[src/rtl/scl_idle_pkg.sv]
package scl_idle_pkg;
  localparam int CNT_W = 16;

  function automatic logic [CNT_W-1:0] clamp_min(input logic [CNT_W-1:0] val,
                                                 input logic [CNT_W-1:0] floor_val);
    return (val < floor_val) ? floor_val : val;
  endfunction
endpackage

[src/rtl/scl_hcnt_store.sv]
module scl_hcnt_store
  import scl_idle_pkg::*;
#(
  parameter int BUS_W   = 16,
  parameter int MIN_CNT = 6,
  parameter int RST_CNT = 40
) (
  input  logic             clk_i,
  input  logic             rst_ni,
  input  logic             lock_i,
  input  logic             wr_en_i,
  input  logic             wr_hi_i,
  input  logic [BUS_W-1:0] wr_data_i,
  output logic [CNT_W-1:0] hcnt_o
);
  localparam logic [CNT_W-1:0] MinVal = CNT_W'(MIN_CNT);
  localparam logic [CNT_W-1:0] RstVal = CNT_W'(RST_CNT);

  logic [CNT_W-1:0] hcnt_q;
  logic             wr_ok;

  assign wr_ok  = wr_en_i & ~lock_i;
  assign hcnt_o = hcnt_q;

  generate
    if (BUS_W >= CNT_W) begin : g_wide
      logic unused_hi;
      assign unused_hi = wr_hi_i;

      always_ff @(posedge clk_i or negedge rst_ni) begin
        if (!rst_ni)    hcnt_q <= RstVal;
        else if (wr_ok) hcnt_q <= clamp_min(wr_data_i[CNT_W-1:0], MinVal);
      end
    end else begin : g_byte
      logic [BUS_W-1:0] stage_q;

      always_ff @(posedge clk_i or negedge rst_ni) begin
        if (!rst_ni)                stage_q <= '0;
        else if (wr_ok && !wr_hi_i) stage_q <= wr_data_i;
      end

      // commit happens only on the high lane, so the register never shows a half-written value
      always_ff @(posedge clk_i or negedge rst_ni) begin
        if (!rst_ni)               hcnt_q <= RstVal;
        else if (wr_ok && wr_hi_i) hcnt_q <= clamp_min(CNT_W'({wr_data_i, stage_q}), MinVal);
      end

      AST_LOW_LANE_HOLDS: assert property (@(posedge clk_i) disable iff (!rst_ni)
        (wr_en_i && !wr_hi_i) |=> $stable(hcnt_q));
    end
  endgenerate

  AST_LOCKED_STABLE: assert property (@(posedge clk_i) disable iff (!rst_ni)
    lock_i |=> $stable(hcnt_q));
  AST_MIN_FLOOR: assert property (@(posedge clk_i) disable iff (!rst_ni)
    hcnt_q >= MinVal);
endmodule

[src/rtl/scl_idle_detect.sv]
module scl_idle_detect
  import scl_idle_pkg::*;
#(
  parameter int IDLE_MARGIN = 10
) (
  input  logic             clk_i,
  input  logic             rst_ni,
  input  logic             scl_i,
  input  logic             sda_i,
  input  logic [CNT_W-1:0] hcnt_i,
  output logic             idle_o
);
  localparam logic [CNT_W-1:0] Margin = CNT_W'(IDLE_MARGIN);

  logic [CNT_W-1:0] cnt_q;
  logic [CNT_W-1:0] thr;
  logic             lines_hi;

  assign thr      = hcnt_i + Margin;
  assign lines_hi = scl_i & sda_i;

  always_ff @(posedge clk_i or negedge rst_ni) begin
    if (!rst_ni)          cnt_q <= '0;
    else if (!lines_hi)   cnt_q <= '0;
    else if (cnt_q < thr) cnt_q <= cnt_q + 1'b1;
  end

  // line gating keeps the flag combinational on the falling edge of either line
  assign idle_o = (cnt_q >= thr) & lines_hi;

  AST_CNT_CLEAR: assert property (@(posedge clk_i) disable iff (!rst_ni)
    !lines_hi |=> (cnt_q == '0));
  AST_CNT_SATURATE: assert property (@(posedge clk_i) disable iff (!rst_ni)
    (lines_hi && cnt_q >= thr) |=> (cnt_q == $past(cnt_q)));
endmodule

[src/rtl/scl_hcnt_idle.sv]
module scl_hcnt_idle
  import scl_idle_pkg::*;
#(
  parameter int BUS_W       = 16,
  parameter int MIN_CNT     = 6,
  parameter int RST_CNT     = 40,
  parameter int IDLE_MARGIN = 10
) (
  input  logic             clk_i,
  input  logic             rst_ni,
  input  logic             ctrl_en_i,
  input  logic             wr_en_i,
  input  logic             wr_hi_i,
  input  logic [BUS_W-1:0] wr_data_i,
  input  logic             scl_i,
  input  logic             sda_i,
  output logic [15:0]      hcnt_o,
  output logic             bus_idle_o
);
  logic [CNT_W-1:0] hcnt;

  scl_hcnt_store #(
    .BUS_W  (BUS_W),
    .MIN_CNT(MIN_CNT),
    .RST_CNT(RST_CNT)
  ) i_store (
    .clk_i    (clk_i),
    .rst_ni   (rst_ni),
    .lock_i   (ctrl_en_i),
    .wr_en_i  (wr_en_i),
    .wr_hi_i  (wr_hi_i),
    .wr_data_i(wr_data_i),
    .hcnt_o   (hcnt)
  );

  scl_idle_detect #(
    .IDLE_MARGIN(IDLE_MARGIN)
  ) i_idle (
    .clk_i (clk_i),
    .rst_ni(rst_ni),
    .scl_i (scl_i),
    .sda_i (sda_i),
    .hcnt_i(hcnt),
    .idle_o(bus_idle_o)
  );

  assign hcnt_o = hcnt;
endmodule

[config.mk]
export PLATFORM = sky130hd
export DESIGN_NAME = scl_hcnt_idle
export DESIGN_NICKNAME = d
export VERILOG_FILES = /design/src/rtl/scl_idle_pkg.sv /design/src/rtl/scl_hcnt_store.sv /design/src/rtl/scl_idle_detect.sv /design/src/rtl/scl_hcnt_idle.sv
export SDC_FILE = /design/constraint.sdc
export NUM_CORES = 1
export LEC_CHECK = 0
export BUFFER_PORTS_ARGS = -buffer_cell sky130_fd_sc_hd__buf_2
export CORE_ASPECT_RATIO = 2
export CORE_MARGIN = 2
export CORE_UTILIZATION = 32
export CTS_BUF_LIST = sky130_fd_sc_hd__clkbuf_4 sky130_fd_sc_hd__clkbuf_8
export DETAILED_ROUTE_END_ITERATION = 12
export PLACE_DENSITY = 0.51
export SLEW_MARGIN = 20
export SYNTH_ARGS = -nofsm -noshare
export SYNTH_HDL_FRONTEND = slang
export SYNTH_SLANG_ARGS = --single-unit
[constraint.sdc]
create_clock -name clk_i -period 3.8 [get_ports clk_i]
set_input_delay 0.19 -clock clk_i [delete_from_list [all_inputs] [get_ports clk_i]]
set_output_delay 0.19 -clock clk_i [all_outputs]
set_load 0.01 [all_outputs]
==> impl_results.md <==
- Post-synth ARST share: 100%
- H-tree depth: 2
- Via density: around 5.3
- Min cycle time layout: around 3500 ps
- Internal: 591 uW
- Drt pass-1 iters: 4
- Vias in the first global route: 1992
- Status: complete, no violations
- CP max stage cell: nor2_1
- Antenna viol nets, final: 0
- Top-area cell type share of the netlist area: about a third
- Worst slew margin: 30.1%
- Core Region: ~7200 sq um
- Layout cell share with drive strength beyond 1: a little over a fifth
- CTS tree: yes
- WP data required: 3610 ps
- Worst path most repeated cell: nor2_1
- Startpoint types: register
- Clock Tree Buf Depth: 2
- Port Buffers: 38
- Worst-path fanout max: 12
- Post-Synthesis Cells: between 200 and 300
- Clock network power share: between 30% and 40%
- Die Wd: around 64 microns
- Routed WL per cell: 14.3 microns
- Die area: about 8000 sq um
- RSZ-0062 raised after global routing: no
- Net Switching: approximately 270 uW
- Seq pwr share: approximately 46%
- Post-route cell area: 2690 sq um
- Syn_nets: roughly 310
- CTS buffer count: 5
- Arrival time at the worst endpoint: 3350 ps
- # DRC: 0
- Main flop type after synthesis: dfrtp_1
- Crit path capture type: primary output
- Final hold viol count: 0
- Yosys warns: 0
- Final Max Slew Viols: 0
- EDFF count, synth: 0
- Sw frac: between 30% and 40%
- Least-Margin Pin Slew: 1050 ps
- Root Buffer: clkbuf_8
- First-pass GRT wire length: about 9500 microns
- Area Overhead vs Synth: 15.4%
- Mapped cell area: approximately 2300 sq um
- Cell breakdown of the critical path: nand4_1, or2_2, nor2_1, nand3_1, xor2_1, ha_1, a211oi_2, nor2_1, or2_1, a2111oi_0, nor2_1, buf_2
- Placed Area: approximately 2600 sq um
- Standard-cell rows: 44
- Leakage: 1.34 nW
- Max cap viols: 0
- Final HPWL DP: 4180 microns
- Fmax: 283 MHz
- Largest net degree at the start of global routing: 33
- Clk slew on worst S/H paths: ~70 ps
- Total Routing Usage GR: 14.9%
- Hold WC Path Type: input port to register
- CP peak stage delay: ~700 ps
- Final Wtd Congestion: slightly below 0.8
- Distinct cells, synth: between 40 and 50
- Overflow after GRT: 0
- Setup TNS: 0 ps
- Final #Nets: 345
- Clk_skew: 3.32 ps
- Area leader, netlist: dfrtp_1
- Final WL: 5660 microns
- Die H: 125 microns
- DR iter-0 viols: 119
- Post-CTS Setup Bufs: 0
- Synthesized area per cell: approximately 9 sq um
- # diodes: 0
- Worst-skew pair later-pin latency: roughly 290 ps
- Clk sink count: 32
- Ports: 40
- Crit Path Category: register to primary output
- Yosys reg bits: 32
- Max VDD drop: about 0.18 mV
- Vias: 2099
- Setup violations, final: 0
- Post-synthesis sequential area ratio: between 30% and 40%
- Power Dens Cells: between 300 and 400 nW/um^2
- Initial antenna violation count: 0
- Post-route clock period utilization: between 90 and 100%
- Comb power frac: around 21%
- Starting Density: ~33%
- Synth area leaders: dfrtp_1, nand2_1, ha_1
[cell type report]
cell class / instances / area (sq um)
repair buffers: 40 / 208
fillers: 767 / 4470
well taps: 92 / 115
clock buffers: 8 / 91.3
multi-input cells: 221 / 1450
inverters: 4 / 15.0
flip-flops and latches: 32 / 803
[what timing repair did]
| item | in CTS | in global routing |
|---|---|---|
| gates resized for setup | 0 | 0 |
| endpoints found under the hold margin | 9 | 0 |
| hold buffers | 1 | 0 |
[synthesized netlist by cell type (2+ instances only)]
| master | n |
|---|---|
| xnor2_1 | 5 |
| nor3_1 | 2 |
| mux2i_1 | 6 |
| nand3_1 | 7 |
| nand4_2 | 2 |
| a21oi_1 | 6 |
| a31oi_1 | 9 |
| ha_1 | 18 |
| nor2_1 | 23 |
| nor4_1 | 10 |
| inv_1 | 4 |
| a41o_1 | 9 |
| xor2_1 | 8 |
| nand2_1 | 69 |
| buf_2 | 2 |
| buf_6 | 2 |
| o21ai_0 | 4 |
| nor3b_1 | 3 |
| dfrtp_1 | 30 |
| o22a_1 | 2 |
| dfstp_2 | 2 |
| nand4_1 | 5 |
| nand2b_1 | 8 |
| clkbuf_1 | 4 |
| and3_1 | 2 |
[per-layer routing]
| metal | track usage (%) | up-vias | routed length (microns) |
|---|---|---|---|
| met5 | 0 | - | 0 |
| met4 | 4.13 | 0 | 89 |
| met3 | 2.53 | 9 | 148 |
| met2 | 26.5 | 39 | 3040 |
| met1 | 18.2 | 1015 | 2390 |
| li1 | - | 1036 | - |
[cells by family after synthesis]
group,after synthesis,synth area share (%)
AND/OR/NAND/NOR,143,31.2
XOR/XNOR,13,4.89
adder cells (fa/ha/maj),18,9.68
flip-flops,32,34.5
buffers and inverters,13,3.01
multiplexers,7,3.23
AO/OA/AOI/OAI,40,13.5
[metrics by stage]
| stage | hold slack (ps) | power, mW | cells | util (%) | setup WS, ps |
|---|---|---|---|---|---|
| after floorplan | -106 | 0.514 | 266 | - | 918 |
| after global placement | 306 | 0.580 | 388 | 36.1 | 633 |
| after detailed placement | 311 | 0.586 | 388 | 36.1 | 576 |
| after CTS | 93.0 | 0.872 | 397 | 37.5 | 254 |
| after global routing | 109 | 0.910 | 397 | 37.5 | 2.73 |
| final | 96.7 | 0.858 | 397 | 37.5 | 263 |
[flip-flops by register name, indices dropped and copies added, names as in the netlist]
| signal | count |
|---|---|
| i_idle.cnt_q | 16 |
| i_store.hcnt_o | 16 |
[path summary, 6_finish.rpt]
check	from	slack, ps	end	cells after the start
hold reg to reg	i_store.hcnt_o[5]	500	i_store.hcnt_o[5]	2
setup reg to reg	i_store.hcnt_o[5]	570	i_idle.cnt_q[0]	11
setup / recovery	i_store.hcnt_o[5]	260	bus_idle_o	12
max in group asynchronous	rst_ni	2780	i_store.hcnt_o[6]	2
hold / removal	wr_data_i[5]	100	i_store.hcnt_o[5]	3
min in group asynchronous	rst_ni	500	i_idle.cnt_q[11]	2
[power groups by stage]
stage / sequential [mW] / combinational (mW) / clock [mW]
after floorplan: 0.408 / 0.106 / 0
after global placement: 0.404 / 0.176 / 0
after detailed placement: 0.405 / 0.180 / 0
after CTS: 0.399 / 0.182 / 0.290
after global routing: 0.403 / 0.203 / 0.304
final: 0.398 / 0.178 / 0.282
[critical path, delay by kind of cell, from the launching register on]
kind / cells / cell delay, ps
simple gates: 7 / 1820
fa+ha+maj: 1 / 190
flops: 1 / 580
compound gates: 2 / 140
xor+xnor: 1 / 170
buf+inv: 1 / 150
[cells in the final DEF, fill, tap and decap left out, types with 2 or more instances in the layout]
cell type and n:
nand2_1 69, buf_2 38, dfrtp_1 30, nor2_1 23, ha_1 18, nor4_1 10
a31oi_1 9, a41o_1 9, xor2_1 8, nand2b_1 8, nand3_1 7, a21oi_1 6
mux2i_1 6, nand4_1 5, xnor2_1 5, clkbuf_8 5, inv_1 4, o21ai_0 4
nor3b_1 3, clkbuf_4 3, and3_1 2, nor3_1 2, o22a_1 2, nand4_2 2
dfstp_2 2
(Power assumes the default switching activity.)
